===== src/rtl/lss_pkg.sv =====
package lss_pkg;
  // Number of synchronizer stages on the asynchronous pins
  localparam int unsigned SYNC_STAGES = 2;

  // Pins that cross into the system-clock domain
  typedef struct packed {
    logic sclk;
    logic load;
  } pin_samp_t;

  localparam int unsigned SAMP_W = $bits(pin_samp_t);
endpackage


===== src/rtl/lss_sync.sv =====
module lss_sync #(
  parameter int unsigned W      = 2,
  parameter int unsigned STAGES = 2
) (
  input  logic         clk,
  input  logic         rst,
  input  logic [W-1:0] d,
  output logic [W-1:0] q
);
  logic [W-1:0] stg [STAGES];

  generate
    for (genvar i = 0; i < STAGES; i++) begin : g_stage
      if (i == 0) begin : g_first
        always_ff @(posedge clk) begin
          if (rst) stg[0] <= '0;
          else     stg[0] <= d;
        end
      end else begin : g_next
        always_ff @(posedge clk) begin
          if (rst) stg[i] <= '0;
          else     stg[i] <= stg[i-1];
        end
      end
    end
  endgenerate

  assign q = stg[STAGES-1];
endmodule


===== src/rtl/lss_edge.sv =====
module lss_edge (
  input  logic clk,
  input  logic rst,
  input  logic lvl,
  output logic fall
);
  logic lvl_q;

  always_ff @(posedge clk) begin
    if (rst) lvl_q <= 1'b0;
    else     lvl_q <= lvl;
  end

  // Current level low while the previous level was high
  assign fall = lvl_q & ~lvl;
endmodule


===== src/rtl/lss_timeout.sv =====
module lss_timeout #(
  parameter int unsigned TC = 254,
  parameter int unsigned CW = 8
) (
  input  logic          clk,
  input  logic          rst,
  input  logic          restart,
  output logic          expired,
  output logic [CW-1:0] count
);
  localparam logic [CW-1:0] TERM = CW'(TC);

  always_ff @(posedge clk) begin
    if (rst || restart)  count <= '0;
    else if (!expired)   count <= count + 1'b1;
  end

  assign expired = (count == TERM);
endmodule


===== src/rtl/lss_select.sv =====
module lss_select (
  input  logic clk,
  input  logic rst,
  input  logic set_req,
  input  logic drop,
  output logic sel
);
  always_ff @(posedge clk) begin
    if (rst)          sel <= 1'b0;
    else if (set_req) sel <= 1'b1;
    else if (drop)    sel <= 1'b0;
  end
endmodule


===== src/rtl/load_sel_stretch.sv =====
module load_sel_stretch #(
  parameter int unsigned TC_COUNT = 254
) (
  input  logic clk,
  input  logic rst,
  input  logic pad_sdi,
  input  logic pad_sclk,
  input  logic pad_load,
  input  logic core_sdo,
  output logic core_sdi,
  output logic core_sclk,
  output logic pad_sdo,
  output logic core_sel
);
  import lss_pkg::*;

  localparam int unsigned CW = $clog2(TC_COUNT + 1);

  // Straight-through paths
  assign core_sdi  = pad_sdi;
  assign core_sclk = pad_sclk;
  assign pad_sdo   = core_sdo;

  pin_samp_t raw_s, syn_s;
  logic      fall_w, tmo_w, set_w;
  logic [CW-1:0] cnt_w;

  assign raw_s.sclk = pad_sclk;
  assign raw_s.load = pad_load;

  lss_sync #(.W(SAMP_W), .STAGES(SYNC_STAGES)) u_sync (
    .clk(clk), .rst(rst), .d(raw_s), .q(syn_s)
  );

  lss_edge u_edge (
    .clk(clk), .rst(rst), .lvl(syn_s.sclk), .fall(fall_w)
  );

  lss_timeout #(.TC(TC_COUNT), .CW(CW)) u_tmo (
    .clk(clk), .rst(rst), .restart(fall_w), .expired(tmo_w), .count(cnt_w)
  );

  assign set_w = fall_w & syn_s.load;

  lss_select u_sel (
    .clk(clk), .rst(rst), .set_req(set_w), .drop(tmo_w), .sel(core_sel)
  );
endmodule


===== config.mk =====
export PLATFORM = sky130hd
export DESIGN_NAME = load_sel_stretch
export DESIGN_NICKNAME = d
export VERILOG_FILES = /design/src/rtl/lss_pkg.sv /design/src/rtl/lss_sync.sv /design/src/rtl/lss_edge.sv /design/src/rtl/lss_timeout.sv /design/src/rtl/lss_select.sv /design/src/rtl/load_sel_stretch.sv
export SDC_FILE = /design/constraint.sdc
export NUM_CORES = 1
export LEC_CHECK = 0
export ABC_AREA = 0
export BUFFER_PORTS_ARGS = -buffer_cell sky130_fd_sc_hd__buf_4
export CAP_MARGIN = 10
export CORE_MARGIN = 2
export CORE_UTILIZATION = 38
export DETAILED_ROUTE_END_ITERATION = 12
export GPL_TIMING_DRIVEN = 0
export SETUP_SLACK_MARGIN = 0.2
export SLEW_MARGIN = 25
export SYNTH_ARGS = -nofsm -noshare
export SYNTH_HDL_FRONTEND = slang
export SYNTH_HIERARCHICAL = 1
export SYNTH_SLANG_ARGS = --single-unit

===== constraint.sdc =====
create_clock -name clk -period 1.7 [get_ports clk]
set_input_delay 0.34 -clock clk [delete_from_list [all_inputs] [get_ports clk]]
set_output_delay 0.34 -clock clk [all_outputs]
set_load 0.02 [all_outputs]

==> flow_summary.toml <==
[timing]
slew_viol_final = 0
tns_ps = 0
setup_violations = 0
fmax_ghz = 0.7425
skew_ps = 1.385
fin_crit_ps = 1347
hold_viol = 0
slew-limit-headroom = 0.8397
hold_ws_ps = 266.7
fin_crit_sh = 0.7922
worst_slew_pin_slew_ps = 240.0
rsz0062_at_grt = "false"

[routing]
wl_per_cell_um = 11.42
viasPerCell = 5.489
drt_iter0_markers = 13
finalWirelength_um = 1051
drc_errors = 0
ant_nets = 0
num_vias = 505
firstDrtPassIters = 4

[floorplanning]
die_x_um = 44.54
dieArea_um2 = 1983
start_util = 0.4097
io_pins = 10
rows = 14
die_y_um = 44.54
core_um2 = 1524

[clock_tree]
cts_buffer_depth = 2
cts_buffers = 3
postCtsSetupRepairBufs = 0
insertion_delay_ps = 270
clock-sinks = 14
htree_levels = 1
ctsRootBufferMaster = "clkbuf_4"
path_clk_slew_ps = 90
cts_tree = "yes"

[setup_path]
timing.reg2reg.setup_slack_ps = 350
criticalPathCategory = "flip-flop to flip-flop"
cp_slowest_cell = "dfxtp_2"
slowest_delay_ps = 370
worst-endpoint-required_ps = 1920
cp-start-kind = "flip-flop"
reg2reg_from = "u_tmo/count[0]"
crit_path_frequent_cell = "inv_1"
r2r_end = "u_sel/sel"
cp-end-kind = "flip-flop"
reg2regPathDepth = 7
crit_chain = "inv_1 > ha_1 > and3_4 > nand2_2 > inv_1 > nand2b_1 > a21oi_2"
critPathMaxFanout = 5
critPathArrivalTime_ps = 1560

[global_routing]
grt_pass1_vias = 424
grt_usage = 0.1133
met1_usage = 0.1642
use_met2 = 0.1478
antenna_found_initial = 0
top_usage_layer = "met1"
grt_pass1_wl_um = 1662
overflow = 0
grt_start_max_net_pins = 9
grt_use_met3 = 0.02449

[power_and_ir_drop]
switchingPower_uw = 141.9
ir_drop_mv = 0.4414
powerDensity_nw_per_um2 = 873.0
p_comb_frac = 0.089
switching_share = 0.2213
p_int_uw = 499.3
clkPwrFrac = 0.370
p_seq_frac = 0.541
p_leak_nw = 0.2805

[cells_and_area]
regArea_um2 = 281.5
stdcell_count = 92
fillerInstances = 153
num-nets-final = 85
num_antenna_cells = 0
fin_area_um2 = 734.5
drive_gt1_frac = 0.3158
multiInputGateArea_um2 = 294.0
area_growth_pct = 17.64

[synthesis]
synth_common_cells = "14 x dfxtp_1, 6 x a21oi_1, 6 x nor3_1, 5 x nand3_1, 5 x nor2b_1"
yosys_most_used_dff = "dfxtp_1"
post_synth_num_cell_types = 25
synth_enable_flop_cells = 0
synth_nets = 73
synth_area_leaders = "dfxtp_1 45%, nor2b_1 5.0%, a21oi_1 4.8%, nor3_1 4.8%, buf_4 4.8%"
yosysTopAreaCellShare = 0.4489
yosysMostFrequentCell = "dfxtp_1"
netlist_area_um2 = 624.3
yosys.area.top_type = "dfxtp_1"
synth-seq-cells = 14
syn_area_per_cell_um2 = 9.605
synth_warnings = 6
syn_inst = 65
synth-seq-area-share = 0.4489
synthArstFlopShare = 0

[placement]
io_buffers = 7
gp_congestion = 0.8154
placed_cells = 88
placed_area_um2 = 696.9
dp_hpwl_um = 733.4

[hold_path]
holdPathStages = 2
hp-start = "rst"
hold_class = "primary input to flip-flop"
min_delay_worst_endpoint = "u_sel/sel"

[run_status]
status = "completed"

[run]
maxCapViolations = 0
-- kinds of logic after synthesis --
| logic type | share of synthesized area |
|---|---|
| and+or+nand+nor | 0.2485 |
| DFF | 0.4489 |
| xor gates and xnor gates | 0.04209 |
| AOI/OAI and AO/OA | 0.1403 |
| buffers and inverters | 0.08015 |
| adders and majority gates | 0.04007 |
-- what timing repair did --
| action | CTS | global route |
|---|---|---|
| hold buffers | 0 | 0 |
| endpoints found under the setup margin | 0 | 1 |
| gates resized for setup | 0 | 1 |
-- power by group through the flow --
stage / registers (mW) / logic [mW] / clock network [mW]
CTS: 0.346 / 0.0577 / 0.246
detailed placement: 0.354 / 0.0573 / 0
global placement: 0.354 / 0.0569 / 0
floorplan: 0.353 / 0.0391 / 0
global route: 0.350 / 0.0623 / 0.259
finish: 0.347 / 0.0571 / 0.237
-- metrics by stage --
step                power, mW  utilization  setup WS, ps
floorplan              0.3918            -         426.7
CTS                    0.6505       0.4811         308.7
global route           0.6705       0.4819         235.5
finish                 0.6411       0.4819         353.2
global placement       0.4107       0.4573         339.1
detailed placement     0.4114       0.4573         332.7
-- cells in the final DEF (no fill, tap or decap) --
cell | synthesis | final
a21oi_1 | 6 | 6
and3_1 | 1 | 1
nor2b_1 | 5 | 5
clkbuf_8 | 0 | 1
and2_1 | 1 | 1
or2_0 | 1 | 1
nand2b_1 | 1 | 1
buf_2 | 1 | 1
nor3_1 | 6 | 6
inv_1 | 4 | 4
xnor2_1 | 2 | 2
dfxtp_2 | 0 | 1
clkbuf_4 | 0 | 3
xor2_1 | 1 | 1
dfxtp_1 | 14 | 13
and4_4 | 1 | 1
a2111oi_2 | 1 | 1
a211oi_2 | 1 | 1
a31oi_1 | 1 | 1
nand3_1 | 5 | 5
nor2b_2 | 1 | 1
nand2_2 | 1 | 1
a211oi_1 | 2 | 2
ha_1 | 2 | 2
buf_4 | 4 | 11
nand4_1 | 1 | 1
and3_4 | 1 | 1
a21oi_2 | 1 | 1
-- cell type report --
class	count	share of cell area
buffer	5	0.04770
clock buffer	4	0.04940
inverter	4	0.02044
multi-input combinational	42	0.4003
sequential	14	0.3833
tap	16	0.02726
timing repair buffer	7	0.07155
-- critical path, delay by kind of cell (launching register included) --
kind / cells / cell delay, ps
compound gates: 1 / 120
buf+inv: 2 / 110
simple gates: 3 / 470
fa+ha+maj: 1 / 230
flops: 1 / 370
-- flip-flops by register name, indices dropped and copies added (netlist names) --
name	flops
u_edge/lvl_q	1
u_sel/sel	1
u_sync/stg	4
u_tmo/count	8
-- routing by layer --
metal / up-vias / part of all wire
li1: 249 / -
met1: 234 / 0.46
met2: 20 / 0.44
met3: 2 / 0.099
met4: 0 / 0.0057
met5: - / 0
-- how the worst max path moves through the flow --
stage,start,slack (ps),endpoint
detailed placement,u_tmo/count[0],330,u_sel/sel
CTS,u_tmo/count[0],310,u_sel/sel
finish,u_tmo/count[0],350,u_sel/sel
global route,u_tmo/count[0],240,u_sel/sel
global placement,u_tmo/count[0],340,u_sel/sel
floorplan,u_tmo/count[0],430,u_sel/sel
No activity file was read; power rests on OpenSTA's default activity.
